**src/rtl/can_fc_pkg.sv**
```systemverilog
package can_fc_pkg;
  localparam int NFLAG    = 8;
  localparam int FL_RXMSG = 0;
  localparam int FL_STUFF = 1;
  localparam int FL_CRC   = 2;
  localparam int FL_FORM  = 3;
  localparam int FL_BIT   = 4;
  localparam int FL_ACK   = 5;
  localparam int FL_BOFF  = 6;
  localparam int FL_STUCK = 7;

  // counter step up with saturation
  function automatic int sat_up(input int v, input int step, input int maxv);
    return (v + step > maxv) ? maxv : v + step;
  endfunction

  // counter step down, floored at zero
  function automatic int dec_floor(input int v);
    return (v > 0) ? v - 1 : 0;
  endfunction
endpackage

```
**src/rtl/fc_err_counters.sv**
```systemverilog
module fc_err_counters import can_fc_pkg::*; #(
  parameter int CNT_W     = 8,
  parameter int FAIL_STEP = 8
) (
  input  logic             clk,
  input  logic             rst_n,
  input  logic             clr,
  input  logic             freeze,
  input  logic             tx_fail,
  input  logic             tx_done,
  input  logic             rx_fail,
  input  logic             rx_done,
  output logic [CNT_W-1:0] tec_q,
  output logic [CNT_W-1:0] rec_q,
  output logic [CNT_W-1:0] tec_nxt
);
  localparam int CMAX = (1 << CNT_W) - 1;

  logic [CNT_W-1:0] rec_nxt;

  always_comb begin
    tec_nxt = tec_q;
    rec_nxt = rec_q;
    if (clr) begin
      tec_nxt = '0;
      rec_nxt = '0;
    end else if (!freeze) begin
      if (tx_fail)      tec_nxt = CNT_W'(sat_up(int'(tec_q), FAIL_STEP, CMAX));
      else if (tx_done) tec_nxt = CNT_W'(dec_floor(int'(tec_q)));
      if (rx_fail)      rec_nxt = CNT_W'(sat_up(int'(rec_q), 1, CMAX));
      else if (rx_done) rec_nxt = CNT_W'(dec_floor(int'(rec_q)));
    end
  end

  always_ff @(posedge clk) begin
    if (!rst_n) begin
      tec_q <= '0;
      rec_q <= '0;
    end else begin
      tec_q <= tec_nxt;
      rec_q <= rec_nxt;
    end
  end
endmodule

```
**src/rtl/fc_line_mon.sv**
```systemverilog
module fc_line_mon #(
  parameter int STUCK_LEN = 11
) (
  input  logic clk,
  input  logic rst_n,
  input  logic bit_tick,
  input  logic rx_line,
  output logic stuck_hit
);
  localparam int DW = $clog2(STUCK_LEN + 2);
  localparam logic [DW-1:0] HIT_AT = DW'(STUCK_LEN);
  localparam logic [DW-1:0] SAT_AT = DW'(STUCK_LEN + 1);

  logic [DW-1:0] dom_run;

  assign stuck_hit = bit_tick && !rx_line && (dom_run == HIT_AT);

  always_ff @(posedge clk) begin
    if (!rst_n)               dom_run <= '0;
    else if (bit_tick) begin
      if (rx_line)            dom_run <= '0;
      else if (dom_run != SAT_AT) dom_run <= dom_run + 1'b1;
    end
  end
endmodule

```
**src/rtl/fc_busoff.sv**
```systemverilog
module fc_busoff #(
  parameter int CNT_W     = 8,
  parameter int RUN_LEN   = 11,
  parameter int SEQ_COUNT = 128
) (
  input  logic             clk,
  input  logic             rst_n,
  input  logic             bit_tick,
  input  logic             rx_line,
  input  logic             auto_restart,
  input  logic             sw_restart,
  input  logic [CNT_W-1:0] tec_nxt,
  output logic             bus_off_q,
  output logic             enter_bo,
  output logic             leave_bo
);
  localparam int RW = $clog2(RUN_LEN + 1);
  localparam int SW = $clog2(SEQ_COUNT + 1);
  localparam logic [RW-1:0] RUN_LAST = RW'(RUN_LEN - 1);
  localparam logic [SW-1:0] SEQ_FULL = SW'(SEQ_COUNT);

  logic [RW-1:0] run_q;
  logic [SW-1:0] seq_q;
  logic          seq_full;

  assign seq_full = (seq_q == SEQ_FULL);
  assign enter_bo = !bus_off_q && (tec_nxt == '1);
  assign leave_bo = bus_off_q && (sw_restart || (auto_restart && seq_full));

  always_ff @(posedge clk) begin
    if (!rst_n)        bus_off_q <= 1'b0;
    else if (enter_bo) bus_off_q <= 1'b1;
    else if (leave_bo) bus_off_q <= 1'b0;
  end

  // recessive run counting, only while in bus-off
  always_ff @(posedge clk) begin
    if (!rst_n || !bus_off_q || leave_bo) begin
      run_q <= '0;
      seq_q <= '0;
    end else if (bit_tick) begin
      if (!rx_line) run_q <= '0;
      else if (run_q == RUN_LAST) begin
        run_q <= '0;
        if (!seq_full) seq_q <= seq_q + 1'b1;
      end else run_q <= run_q + 1'b1;
    end
  end
endmodule

```
**src/rtl/fc_irq_flags.sv**
```systemverilog
module fc_irq_flags #(
  parameter int NF = 8
) (
  input  logic          clk,
  input  logic          rst_n,
  input  logic [NF-1:0] set_vec,
  input  logic          clr_we,
  input  logic [NF-1:0] clr_mask,
  output logic [NF-1:0] flags_q,
  output logic          irq
);
  for (genvar i = 0; i < NF; i++) begin : g_flag
    always_ff @(posedge clk) begin
      if (!rst_n)                      flags_q[i] <= 1'b0;
      else if (set_vec[i])             flags_q[i] <= 1'b1;
      else if (clr_we && clr_mask[i])  flags_q[i] <= 1'b0;
    end
  end

  assign irq = |flags_q;
endmodule

```
**src/rtl/can_fault_conf.sv**
```systemverilog
module can_fault_conf import can_fc_pkg::*; #(
  parameter int CNT_W     = 8,
  parameter int FAIL_STEP = 8,
  parameter int RUN_LEN   = 11,
  parameter int SEQ_COUNT = 128,
  parameter int STUCK_LEN = 11
) (
  input  logic             clk,
  input  logic             rst_n,
  input  logic             bit_tick,
  input  logic             rx_line,
  input  logic             ev_rx_done,
  input  logic             ev_stuff_err,
  input  logic             ev_crc_err,
  input  logic             ev_form_err,
  input  logic             ev_bit_err,
  input  logic             ev_ack_miss,
  input  logic             ev_tx_done,
  input  logic             single_shot,
  input  logic             auto_restart,
  input  logic             sw_restart,
  input  logic             flag_clr_we,
  input  logic [NFLAG-1:0] flag_clr_mask,
  output logic [CNT_W-1:0] tx_err_cnt,
  output logic [CNT_W-1:0] rx_err_cnt,
  output logic             err_passive,
  output logic             bus_off,
  output logic             tx_retry,
  output logic [NFLAG-1:0] int_flags,
  output logic             irq
);
  localparam logic [CNT_W-1:0] PASSIVE_AT = CNT_W'(1 << (CNT_W - 1));

  // named internal events
  logic             tx_fail, rx_fail;
  logic [CNT_W-1:0] tec_nxt;
  logic             enter_bo, leave_bo, stuck_hit;
  logic [NFLAG-1:0] flag_set;

  assign tx_fail = ev_bit_err | ev_ack_miss;
  assign rx_fail = ev_stuff_err | ev_crc_err | ev_form_err;

  fc_err_counters #(.CNT_W(CNT_W), .FAIL_STEP(FAIL_STEP)) u_cnt (
    .clk(clk), .rst_n(rst_n), .clr(leave_bo), .freeze(bus_off),
    .tx_fail(tx_fail), .tx_done(ev_tx_done), .rx_fail(rx_fail), .rx_done(ev_rx_done),
    .tec_q(tx_err_cnt), .rec_q(rx_err_cnt), .tec_nxt(tec_nxt)
  );

  fc_busoff #(.CNT_W(CNT_W), .RUN_LEN(RUN_LEN), .SEQ_COUNT(SEQ_COUNT)) u_bo (
    .clk(clk), .rst_n(rst_n), .bit_tick(bit_tick), .rx_line(rx_line),
    .auto_restart(auto_restart), .sw_restart(sw_restart), .tec_nxt(tec_nxt),
    .bus_off_q(bus_off), .enter_bo(enter_bo), .leave_bo(leave_bo)
  );

  fc_line_mon #(.STUCK_LEN(STUCK_LEN)) u_line (
    .clk(clk), .rst_n(rst_n), .bit_tick(bit_tick), .rx_line(rx_line), .stuck_hit(stuck_hit)
  );

  always_comb begin
    flag_set           = '0;
    flag_set[FL_RXMSG] = ev_rx_done;
    flag_set[FL_STUFF] = ev_stuff_err;
    flag_set[FL_CRC]   = ev_crc_err;
    flag_set[FL_FORM]  = ev_form_err;
    flag_set[FL_BIT]   = ev_bit_err;
    flag_set[FL_ACK]   = ev_ack_miss;
    flag_set[FL_BOFF]  = enter_bo;
    flag_set[FL_STUCK] = stuck_hit;
  end

  fc_irq_flags #(.NF(NFLAG)) u_irq (
    .clk(clk), .rst_n(rst_n), .set_vec(flag_set), .clr_we(flag_clr_we),
    .clr_mask(flag_clr_mask), .flags_q(int_flags), .irq(irq)
  );

  // retry decision, one cycle after the failure
  always_ff @(posedge clk) begin
    if (!rst_n) tx_retry <= 1'b0;
    else        tx_retry <= tx_fail && !single_shot && !bus_off && (tec_nxt != '1);
  end

  assign err_passive = (tx_err_cnt >= PASSIVE_AT) || (rx_err_cnt >= PASSIVE_AT);
endmodule

```
**config.mk**
```make
export PLATFORM = sky130hd
export DESIGN_NAME = can_fault_conf
export DESIGN_NICKNAME = d
export VERILOG_FILES = /design/src/rtl/can_fc_pkg.sv /design/src/rtl/fc_err_counters.sv /design/src/rtl/fc_line_mon.sv /design/src/rtl/fc_busoff.sv /design/src/rtl/fc_irq_flags.sv /design/src/rtl/can_fault_conf.sv
export SDC_FILE = /design/constraint.sdc
export NUM_CORES = 1
export LEC_CHECK = 0
export BUFFER_PORTS_ARGS = -buffer_cell sky130_fd_sc_hd__buf_2
export CAP_MARGIN = 20
export CORE_UTILIZATION = 51
export DETAILED_ROUTE_END_ITERATION = 10
export PLACE_DENSITY = 0.87
export REMOVE_ABC_BUFFERS = 1
export SYNTH_ARGS = -nofsm -noshare
export SYNTH_HDL_FRONTEND = slang
export SYNTH_SLANG_ARGS = --single-unit
```
**constraint.sdc**
```tcl
create_clock -name clk -period 2.25 [get_ports clk]
set_input_delay 0.45 -clock clk [delete_from_list [all_inputs] [get_ports clk]]
set_output_delay 0.45 -clock clk [all_outputs]
set_load 0.05 [all_outputs]
```
==> results.md <==
* Number of global-route vias before repair at 2,930
* CP Capture Type: flop
* Crit path from: u_cnt.tec_q[0]$_SDFF_PN0_
* Static Leakage at 0.00164 uW
* Syn Area/Cell at 7.94 um^2
* Most frequent cells in the layout: buf_4 (57), buf_2 (50), nand2_1 (36)
* Initial antenna violation count at 0
* DRC at 0
* Vias/cell at 5.91
* Crit-path max cell delay at 510 ps
* Drt first pass iters at 5
* Status: complete, but fails checks
* Met2 Usage GRT at 0.486
* DP Worst Slack at -170 ps
* Die area at 0.00577 mm^2
* Pwr per Cell Area at 546 mW/mm^2
* Site Rows at 26
* Switching share of power at 0.358
* Total congestion overflow at 0
* Worst Path Arrival at 2690 ps
* Ant. Diodes at 0
* Hold buffers post-CTS at 0
* Reg2reg end: u_bo.bus_off_q$_SDFFE_PN0P_
* R2R depth at 10
* Drt wl/cell at 16.2 um
* Clock sinks at 42
* Period utilization at 1.10
* Cells after Synth at 351
* Grt met3 use at 0.0349
* Worst IR Drop VDD at 0.524 mV
* I/O Buffers at 50
* Die W at 75.9 um
* P&R area growth vs syn at 37.6%
* Internal power at 1350 uW
* Final #Nets at 490
* DP HPWL at 5.84 mm
* CTS tree: built
* Sequential-to-total area share from yosys stat at 0.302
* Sw power at 749 uW
* CP max stage cell: or4b_4
* Crit path kind: flop to flop
* Clock root buffer master: clkbuf_8
* Delay-heaviest family, CP: compound AO/OA/AOI/OAI gates
* Post-synthesis cell type count at 61
* Core Footprint at 0.00517 mm^2
* Worst slew margin at 0.633
* HP Class: input port to flop
* Main flop type after synthesis: dfxtp_1
* Yosys warns at 0
* Layout cell share with drive strength beyond 1 at 0.367
* Count of final max-slew check failures at 0
* Initial core utilization at 0.539
* Clk pin slew, worst setup/hold paths at 80 ps
* Yosys top cell by area: dfxtp_1
* Number of H-tree levels at 2
* Overall routed net length at 8.46 mm
* Clock latency at the later pin of the worst-skew pair at 290 ps
* Area share of the largest cell type after synthesis at 0.302
* CP cell instances: inv_1 -> buf_4 -> ha_2 -> and4bb_1 -> xnor2_1 -> o21ai_1 -> o211ai_2 -> a21oi_1 -> or4b_4 -> o31ai_2
* Busiest layer in global routing: met2
* Post-synth EDFFs at 0
* RSZ-0062 raised after global routing: yes
* Inserted Clock Buffers at 5
* Failing checks: negative setup slack
* Final-report hold violation count at 0
* Post-route ant nets at 0
* MaxCap Viol Count at 0
* Commonest non-fill, non-tap cell in the layout: buf_4
* Cell count along the critical path at 10
* Layout Skew at 9.77 ps
* Gpl congestion at 0.979
* DRC violation total after the first TritonRoute iteration at 240
* Worst setup endpoint: u_bo.bus_off_q$_SDFFE_PN0P_
* Critical path launch point type: flop
* FMAX at 403 MHz
* Largest fanout on the critical path at 3
* Met1 Use GR at 0.359
* Fraction of registers with async set/reset at 0
* CTS Buffer Depth at 2
* Final WS setup at -229 ps
* Buf/Inv on CP at 2
* Pin count of the biggest net entering global routing at 24
* I/O pin total at 51
* Worst Tran Pin Value at 549 ps
* Register bit total from synthesis at 42
* Die Y at 75.9 um
* Final setup violation count at 3
* Comb power frac at 0.365
* Reg2reg setup slack at -230 ps
* R2r startpoint: u_cnt.tec_q[0]$_SDFF_PN0_
* Area contributors post-synth: dfxtp_1 (30%), ha_1 (7.2%), nand2_1 (5.0%)
* Finished Core Util at 0.742
* DR vias at 3,084
* Required @ worst endpoint at 2470 ps
* Total GRT Usage at 0.286
* Reg power frac at 0.396
* Final worst path period need at 2480 ps
* First-pass GRT wire length at 13.5 mm
* Clock power frac at 0.239
* Cell Area, Synth at 0.00279 mm^2
## through the flow
step / cell area (um^2) / cells / setup TNS (ps) / hold WS [ps] / power [uW]
after floorplan: 2700 / 332 / -2570 / 458 / 1230
after global placement: 3450 / 505 / -316 / 469 / 1460
after detailed placement: 3450 / 505 / -412 / 503 / 1480
after CTS: 3640 / 516 / -138 / 399 / 2020
after global routing: 3840 / 522 / -740 / 427 / 2190
final: 3840 / 522 / -587 / 416 / 2090
## final cells by class
type / instances / area [um^2]
clock buffers: 6 / 82.6
clock inverters: 2 / 12.5
fillers: 347 / 1340
inverters: 15 / 56.3
multi-input cells: 275 / 2000
flip-flops and latches: 42 / 857
well taps: 70 / 87.6
repair buffers: 112 / 743
## per-layer routing
metal / vias up / routed length [um]
met5: - / 0
met4: 0 / 262
met3: 35 / 488
met2: 155 / 4240
met1: 1441 / 3470
li1: 1453 / -
## cell usage after synthesis, types with 5 or more instances
cell type / n
ha_1: 16
nor2b_1: 10
inv_1: 15
nand4_1: 6
xor2_1: 12
a21boi_0: 6
nor4_1: 7
o21ai_0: 21
xnor2_1: 9
nor2_1: 32
nor3_1: 5
a21oi_1: 24
clkbuf_1: 13
dfxtp_1: 42
nand2_1: 37
nand3_1: 11
and3_1: 10
## registers in the layout, summed over array words and instances, names as in the netlist
name and flops:
tx_retry 1, u_bo.bus_off_q 1, u_bo.run_q 4, u_bo.seq_q 8, u_cnt.rec_q 8, u_cnt.tec_q 8
u_irq.flags_q 8, u_line.dom_run 4
## worst min-delay path by stage
stage                                              start                             end  slack [ps]  depth (start not counted)
after global placement    u_line.dom_run[3]$_SDFFE_PN0P_  u_line.dom_run[3]$_SDFFE_PN0P_         470                          2
after detailed placement   u_irq.flags_q[6]$_SDFFE_PN0P_   u_irq.flags_q[6]$_SDFFE_PN0P_         500                          2
after global routing                         single_shot             tx_retry$_SDFF_PN0_         430                          3
after floorplan           u_line.dom_run[3]$_SDFFE_PN0P_  u_line.dom_run[3]$_SDFFE_PN0P_         460                          2
after CTS                                     ev_bit_err   u_irq.flags_q[4]$_SDFFE_PN0P_         400                          3
final                                         ev_bit_err   u_irq.flags_q[4]$_SDFFE_PN0P_         420                          3
## tightest hold or removal path: cells and delay by family
kind | cells | cell delay [ps]
AO/OA/AOI/OAI | 1 | 40
buffers and inverters | 1 | 90
AND/OR/NAND/NOR | 1 | 90
## timing repair
action,in CTS,in global routing
endpoints found under the setup margin,3,7
endpoints found under the hold margin,0,0
gates resized for setup,19,33
buffers inserted,3,6
pin swaps,11,14
## kinds of logic after synthesis
logic type | count (synthesis) | synth area share
simple gates | 148 | 0.295
xor+xnor | 21 | 0.0660
compound gates | 88 | 0.207
mux | 2 | 0.00718
fa+ha+maj | 16 | 0.0718
buf+inv | 34 | 0.0512
flops | 42 | 0.302
## power by group through the flow
stage               combinational, uW  sequential (uW)  clock [uW]
finish                            765              829         501
global route                      818              833         541
CTS                               687              823         510
detailed placement                648              833           0
global placement                  633              831           0
floorplan                         261              967           0
No activity file was read; power rests on OpenSTA's default activity.
